<file path="config.mk">
export PLATFORM = sky130hd
export DESIGN_NAME = rx_status_uart
export DESIGN_NICKNAME = d
export VERILOG_FILES = /design/src/rtl/rxs_pkg.sv /design/src/rtl/rxs_flag_cell.sv /design/src/rtl/rxs_ctrl.sv /design/src/rtl/rxs_datapath.sv /design/src/rtl/rx_status_uart.sv
export SDC_FILE = /design/constraint.sdc
export NUM_CORES = 1
export LEC_CHECK = 0
export ABC_AREA = 1
export BUFFER_PORTS_ARGS = -buffer_cell sky130_fd_sc_hd__buf_2
export CAP_MARGIN = 5
export CORE_UTILIZATION = 30
export DETAILED_ROUTE_END_ITERATION = 7
export HOLD_SLACK_MARGIN = 0.08
export PLACE_DENSITY_LB_ADDON = 0.25
export SYNTH_ARGS = -nofsm -noshare
export SYNTH_HDL_FRONTEND = slang
export SYNTH_SLANG_ARGS = --single-unit
</file>
<file path="constraint.sdc">
create_clock -name clk -period 3.2 [get_ports clk]
set_input_delay 0.64 -clock clk [delete_from_list [all_inputs] [get_ports clk]]
set_output_delay 0.64 -clock clk [all_outputs]
set_load 0.05 [all_outputs]
</file>
<file path="src/rtl/rxs_pkg.sv">
package rxs_pkg;
  localparam int FLAG_W  = 3;
  localparam int F_READY = 2;
  localparam int F_OVR   = 1;
  localparam int F_FRM   = 0;

  typedef struct packed {
    logic shiftIn;
    logic loadData;
  } dpStrobe_t;

  typedef enum logic [1:0] {
    ST_IDLE  = 2'd0,
    ST_FRAME = 2'd1,
    ST_TAIL  = 2'd2
  } rxState_t;
endpackage

</file>
<file path="src/rtl/rxs_flag_cell.sv">
module rxs_flag_cell (
  input  logic clk,
  input  logic rstN,
  input  logic setEv,
  input  logic hwClr,
  input  logic statusRead,
  input  logic statusWrite,
  input  logic wrBit,
  output logic flag
);
  logic armed;

  always_ff @(posedge clk) begin
    if (!rstN) begin
      flag  <= 1'b0;
      armed <= 1'b0;
    end else if (setEv) begin
      flag  <= 1'b1;
      armed <= 1'b0;
    end else begin
      if ((statusWrite && armed && !wrBit) || hwClr) flag <= 1'b0;
      if (statusWrite) armed <= 1'b0;
      else if (statusRead && flag) armed <= 1'b1;
    end
  end

  assert_set_wins_R9: assert property (@(posedge clk) disable iff (!rstN)
    setEv |=> flag);

  assert_sticky_R9: assert property (@(posedge clk) disable iff (!rstN)
    (flag && !setEv && !hwClr && !(statusWrite && !wrBit)) |=> flag);
endmodule

</file>
<file path="src/rtl/rxs_ctrl.sv">
module rxs_ctrl
  import rxs_pkg::*;
#(
  parameter int OVERSAMPLE = 16,
  parameter int DATA_BITS  = 8
) (
  input  logic              clk,
  input  logic              rstN,
  input  logic              rxLine,
  input  logic              sampleTick,
  input  logic              rxEnable,
  input  logic              twoStop,
  input  logic              statusRead,
  input  logic              statusWrite,
  input  logic [FLAG_W-1:0] wrBits,
  input  logic              dmaRead,
  output dpStrobe_t         strobe,
  output logic [FLAG_W-1:0] flagVec,
  output logic              rxIrq
);
  localparam int MID      = OVERSAMPLE / 2;
  localparam int STOP_AT  = MID + OVERSAMPLE * (DATA_BITS + 1);
  localparam int TAIL_END = STOP_AT + OVERSAMPLE;
  localparam int CNT_W    = $clog2(TAIL_END + 1);
  localparam int OS_W     = $clog2(OVERSAMPLE);
  localparam logic [CNT_W-1:0] MID_CNT  = CNT_W'(MID);
  localparam logic [CNT_W-1:0] STOP_CNT = CNT_W'(STOP_AT);
  localparam logic [CNT_W-1:0] TAIL_CNT = CNT_W'(TAIL_END);
  localparam logic [OS_W-1:0]  MID_LOW  = OS_W'(MID);

  rxState_t          state;
  logic [CNT_W-1:0]  tickCnt;
  logic [CNT_W-1:0]  nextCnt;
  logic              prevLine;
  logic              halted;
  logic              startEv;
  logic              inFrameTick;
  logic              falseStart;
  logic              doneEvt;
  logic              tailEnd;
  logic [FLAG_W-1:0] setVec;
  logic [FLAG_W-1:0] hwClrVec;

  always_comb begin
    nextCnt     = tickCnt + 1'b1;
    halted      = flagVec[F_OVR] | flagVec[F_FRM];
    startEv     = sampleTick && rxEnable && (state == ST_IDLE) && !halted
                  && prevLine && !rxLine;
    inFrameTick = sampleTick && rxEnable && (state == ST_FRAME);
    falseStart  = inFrameTick && (nextCnt == MID_CNT) && rxLine;
    doneEvt     = inFrameTick && (nextCnt == STOP_CNT);
    tailEnd     = sampleTick && (state == ST_TAIL) && (nextCnt == TAIL_CNT);

    strobe.shiftIn  = inFrameTick && (nextCnt > MID_CNT) && (nextCnt < STOP_CNT)
                      && (nextCnt[OS_W-1:0] == MID_LOW);
    setVec          = '0;
    setVec[F_READY] = doneEvt && rxLine && !flagVec[F_READY];
    setVec[F_OVR]   = doneEvt && rxLine && flagVec[F_READY];
    setVec[F_FRM]   = doneEvt && !rxLine;
    strobe.loadData = setVec[F_READY] | setVec[F_FRM];

    hwClrVec          = '0;
    hwClrVec[F_READY] = dmaRead;
  end

  always_ff @(posedge clk) begin
    if (!rstN) begin
      state    <= ST_IDLE;
      tickCnt  <= '0;
      prevLine <= 1'b1;
    end else begin
      if (sampleTick) prevLine <= rxLine;
      if (!rxEnable) begin
        state <= ST_IDLE;
      end else begin
        case (state)
          ST_IDLE: begin
            if (startEv) begin
              state   <= ST_FRAME;
              tickCnt <= '0;
            end
          end
          ST_FRAME: begin
            if (sampleTick) begin
              tickCnt <= nextCnt;
              if (falseStart) state <= ST_IDLE;
              else if (doneEvt) state <= twoStop ? ST_TAIL : ST_IDLE;
            end
          end
          ST_TAIL: begin
            if (sampleTick) begin
              tickCnt <= nextCnt;
              if (tailEnd) state <= ST_IDLE;
            end
          end
          default: state <= ST_IDLE;
        endcase
      end
    end
  end

  for (genvar k = 0; k < FLAG_W; k++) begin : g_flag
    rxs_flag_cell u_cell (
      .clk        (clk),
      .rstN       (rstN),
      .setEv      (setVec[k]),
      .hwClr      (hwClrVec[k]),
      .statusRead (statusRead),
      .statusWrite(statusWrite),
      .wrBit      (wrBits[k]),
      .flag       (flagVec[k])
    );
  end

  assign rxIrq = flagVec[F_READY];

  assert_halt_R8: assert property (@(posedge clk) disable iff (!rstN)
    ((state == ST_IDLE) && (flagVec[F_OVR] || flagVec[F_FRM])) |=> (state == ST_IDLE));

  assert_abort_R11: assert property (@(posedge clk) disable iff (!rstN)
    !rxEnable |=> (state == ST_IDLE));

  assert_overrun_R5: assert property (@(posedge clk) disable iff (!rstN)
    (doneEvt && rxLine && flagVec[F_READY]) |=> flagVec[F_OVR]);

  assert_framing_R6: assert property (@(posedge clk) disable iff (!rstN)
    (doneEvt && !rxLine) |=> flagVec[F_FRM]);
endmodule

</file>
<file path="src/rtl/rxs_datapath.sv">
module rxs_datapath
  import rxs_pkg::*;
#(
  parameter int DATA_BITS = 8
) (
  input  logic                 clk,
  input  logic                 rstN,
  input  logic                 rxLine,
  input  dpStrobe_t            strobe,
  input  logic                 regAddr,
  input  logic [FLAG_W-1:0]    flagVec,
  output logic [DATA_BITS-1:0] regRdata
);
  logic [DATA_BITS-1:0] shiftReg;
  logic [DATA_BITS-1:0] dataReg;

  always_ff @(posedge clk) begin
    if (!rstN) begin
      shiftReg <= '0;
      dataReg  <= '0;
    end else begin
      if (strobe.shiftIn)  shiftReg <= {rxLine, shiftReg[DATA_BITS-1:1]};
      if (strobe.loadData) dataReg  <= shiftReg;
    end
  end

  always_comb begin
    if (regAddr) regRdata = {{(DATA_BITS-FLAG_W){1'b0}}, flagVec};
    else         regRdata = dataReg;
  end

  assert_load_R4: assert property (@(posedge clk) disable iff (!rstN)
    strobe.loadData |=> (dataReg == $past(shiftReg)));
endmodule

</file>
<file path="src/rtl/rx_status_uart.sv">
module rx_status_uart
  import rxs_pkg::*;
#(
  parameter int OVERSAMPLE = 16,
  parameter int DATA_BITS  = 8
) (
  input  logic                 clk,
  input  logic                 rstN,
  input  logic                 rxLine,
  input  logic                 sampleTick,
  input  logic                 rxEnable,
  input  logic                 twoStop,
  input  logic                 regAddr,
  input  logic                 regRead,
  input  logic                 regWrite,
  input  logic [FLAG_W-1:0]    regWdata,
  output logic [DATA_BITS-1:0] regRdata,
  input  logic                 dmaRead,
  output logic                 rxIrq
);
  dpStrobe_t         strobe;
  logic [FLAG_W-1:0] flagVec;
  logic              statusRead;
  logic              statusWrite;

  assign statusRead  = regRead  && regAddr;
  assign statusWrite = regWrite && regAddr;

  rxs_ctrl #(.OVERSAMPLE(OVERSAMPLE), .DATA_BITS(DATA_BITS)) u_ctrl (
    .clk        (clk),
    .rstN       (rstN),
    .rxLine     (rxLine),
    .sampleTick (sampleTick),
    .rxEnable   (rxEnable),
    .twoStop    (twoStop),
    .statusRead (statusRead),
    .statusWrite(statusWrite),
    .wrBits     (regWdata),
    .dmaRead    (dmaRead),
    .strobe     (strobe),
    .flagVec    (flagVec),
    .rxIrq      (rxIrq)
  );

  rxs_datapath #(.DATA_BITS(DATA_BITS)) u_dp (
    .clk     (clk),
    .rstN    (rstN),
    .rxLine  (rxLine),
    .strobe  (strobe),
    .regAddr (regAddr),
    .flagVec (flagVec),
    .regRdata(regRdata)
  );
endmodule

</file>
==> results.ini <==
[timing]
setup_viol=0
fmax_mhz=473
fin_ws_ns=1.09
slew-limit-headroom=0.667
hold_violations=0
period_share=0.660
rsz0062_at_grt=false
worst_pin_slew_ns=0.498
fin_skew_ns=0.00315
finalSetupTns_ns=0
maxSlewViolCount=0
period_minus_slack_ns=2.11

[pwr]
clkPwrFrac=0.465
pwr-share-seq=0.468
power_density_nw_per_um2=402
internal_power_uw=686
leakage_uw=0.000935
p_sw_frac=0.226
peakVddDrop_uv=142
power_switching_uw=201
pwr-share-comb=0.067

[global_routing]
grt_usage=0.144
grt_pass1_wl_mm=7.18
grt.overflow.total=0
grt_max_degree=21
antenna_found_initial=0
grt_pass1_vias=1585

[routing]
drtAntennaViolNets=0
m1WireLength_mm=2.12
drt-vias-per-instance=4.53
drt-total-wl_mm=4.17
highest_layer=met4
wl_met3_microns=211
post_drt_wl_per_cell_microns=10.9
drc=0
dr.pass1.iters=4
route.met2.wl_mm=1.77
drt_iter0_markers=54
vias=1727

[worst_setup_path]
path_max_fanout=9
crit_chain=inv_1 -> ha_1 -> inv_1 -> nand2_1 -> a21oi_1 -> nand2_1 -> nor2_1 -> inv_1 -> nor2_1 -> a21oi_1 -> nor2_1
reg2reg_slack_ns=1.09
r2r-start=u_ctrl.state[0]
reg2reg_to=u_ctrl.tickCnt[7]
slowest_stage=nor2_1
critPathCaptureType=register
crit_arrival_ns=2.34
reg2regPathDepth=11
required_ns=3.42
cp-start-kind=register
slowest_delay_ns=0.47
crit_type=register to register

[floorplan]
num_rows=28
die_h_microns=82.4
die_area_sq_um=6790
core-area_sq_um=6100
start_util=0.318
boundaryPins=22
die_w_microns=82.4

[synthesis]
synth.area.top_cells=dfxtp_1 (34%), nand2_1 (13%), inv_1 (7.7%), nor2_1 (7.7%), nor2_2 (5.5%)
synth_edf_count=0
yosys.cell_count.top_type=nand2_1
syn_avg_cell_area_sq_um=6.83
synthFlopType=dfxtp_1
syn_nets=303
async_reset_ff_frac=0
ys_ff_latch=33
synthCells=284
mappedNetlistArea_sq_um=1940
synth_cell_type_count=29
synthTopCellsByCount=nand2_1 (68), inv_1 (40), nor2_1 (40)
ys_seq_area_frac=0.340
yosysTopAreaCell=dfxtp_1
synth_top_area_share=0.340
yosysWarnings=0

[cells_and_area]
fin_nets=324
diodes=0
final-seq-area_sq_um=661
area_growth_pct=13.7
multi_input_area_sq_um=1070
drive_above_1_share=0.219
fill_cells=708

[hold_path]
hp-start=u_ctrl.g_flag[0].u_cell.armed
min_path_type=register to register
holdPathStages=2
holdPathEnd=u_ctrl.g_flag[0].u_cell.armed

[clocking]
cts_setup_buffers=0
clkTransAtPathRegs_ns=0.07
cts_resized=0
cts-root-buf=clkbuf_8
hold_buffers=0
cts_buffers=5
clock_latency_ns=0.29
htree_levels=2
clock_sinks=33
clockBufferDepth=2
cts_tree=done

[place]
gp_congestion=0.850
port_buffers=21
dp_slack_ns=0.886
dpl.hpwl_mm=3.07

[outcome]
status=finished clean

[run]
drv_cap=0

-- routing by layer --
layer | global-route usage | vias up
met5 | 0 | -
met4 | 0.0579 | 0
met3 | 0.0429 | 5
met2 | 0.225 | 43
met1 | 0.185 | 753
li1 | - | 926
-- final cells by class --
cell class                 instances  area share
clock buffer                       7      0.0391
clock inverter                     1      0.0136
inverter                          42      0.0715
multi-input combinational        202       0.486
sequential                        33       0.299
tap                               75      0.0425
timing repair buffer              21      0.0476
-- cell families (layout without fill, tap and decap cells) --
logic type,after synthesis,count (layout),synth area share
buffers and inverters,49,71,0.107
adder cells (fa/ha/maj),6,6,0.0387
AND/OR/NAND/NOR,166,166,0.421
AO/OA/AOI/OAI,28,28,0.0812
multiplexers,2,2,0.0116
flip-flops,33,33,0.340
-- how the worst max path moves through the flow --
stage                      start  depth (start not counted)                end  slack [ns]
2_1_floorplan            regAddr                          3        regRdata[2]        0.84
3_3_place_gp              rxLine                         10  u_ctrl.tickCnt[7]        0.85
3_5_place_dp              rxLine                         10  u_ctrl.tickCnt[7]        0.89
4_1_cts          u_ctrl.state[0]                         11  u_ctrl.tickCnt[7]        1.08
5_1_grt        u_ctrl.tickCnt[1]                         12    u_dp.dataReg[3]        0.84
6_report         u_ctrl.state[0]                         11  u_ctrl.tickCnt[7]        1.09
-- placed cells by master (no fill, tap or decap), drive strengths merged, types with 3 or more instances in the layout --
cell and instances:
buf 21, nand2 78, o21ai 6, nand3 18, nand4 5, dfxtp 33
ha 6, a21oi 15, nor2 63, inv 42, clkbuf 7, o31ai 3
-- power groups by stage --
stage | clock (uW) | combinational, uW | sequential [uW]
final | 412 | 59.5 | 415
after global routing | 443 | 70.3 | 415
after CTS | 423 | 60.2 | 415
after detailed placement | 0 | 59.9 | 424
after global placement | 0 | 60.0 | 424
after floorplan | 0 | 40.2 | 424
-- metrics by stage --
| step | area [sq um] | instances | hold slack, ns | util | power (uW) |
|---|---|---|---|---|---|
| CTS | 2210 | 381 | 0.466 | 0.362 | 898 |
| global placement | 2090 | 373 | 0.451 | 0.343 | 484 |
| floorplan | 1940 | 284 | 0.429 | - | 464 |
| global route | 2210 | 381 | 0.478 | 0.362 | 928 |
| detailed placement | 2090 | 373 | 0.456 | 0.343 | 484 |
| finish | 2210 | 381 | 0.464 | 0.362 | 886 |
-- worst max-delay path: cells and delay by family (launching register included) --
family                   cells  cell delay (ns)
AND/OR/NAND/NOR              5             0.94
flip-flops                   1             0.36
buffers and inverters        3             0.29
adder cells (fa/ha/maj)      1             0.29
AO/OA/AOI/OAI                2             0.16
-- flip-flops by register name, summed over array words and instances (netlist names) --
signal / cells
u_ctrl.state: 2
u_ctrl.g_flag.u_cell.flag: 3
u_dp.shiftReg: 8
u_ctrl.tickCnt: 8
u_ctrl.prevLine: 1
u_dp.dataReg: 8
u_ctrl.g_flag.u_cell.armed: 3
Note: power is estimated with default switching activity, not from simulation.
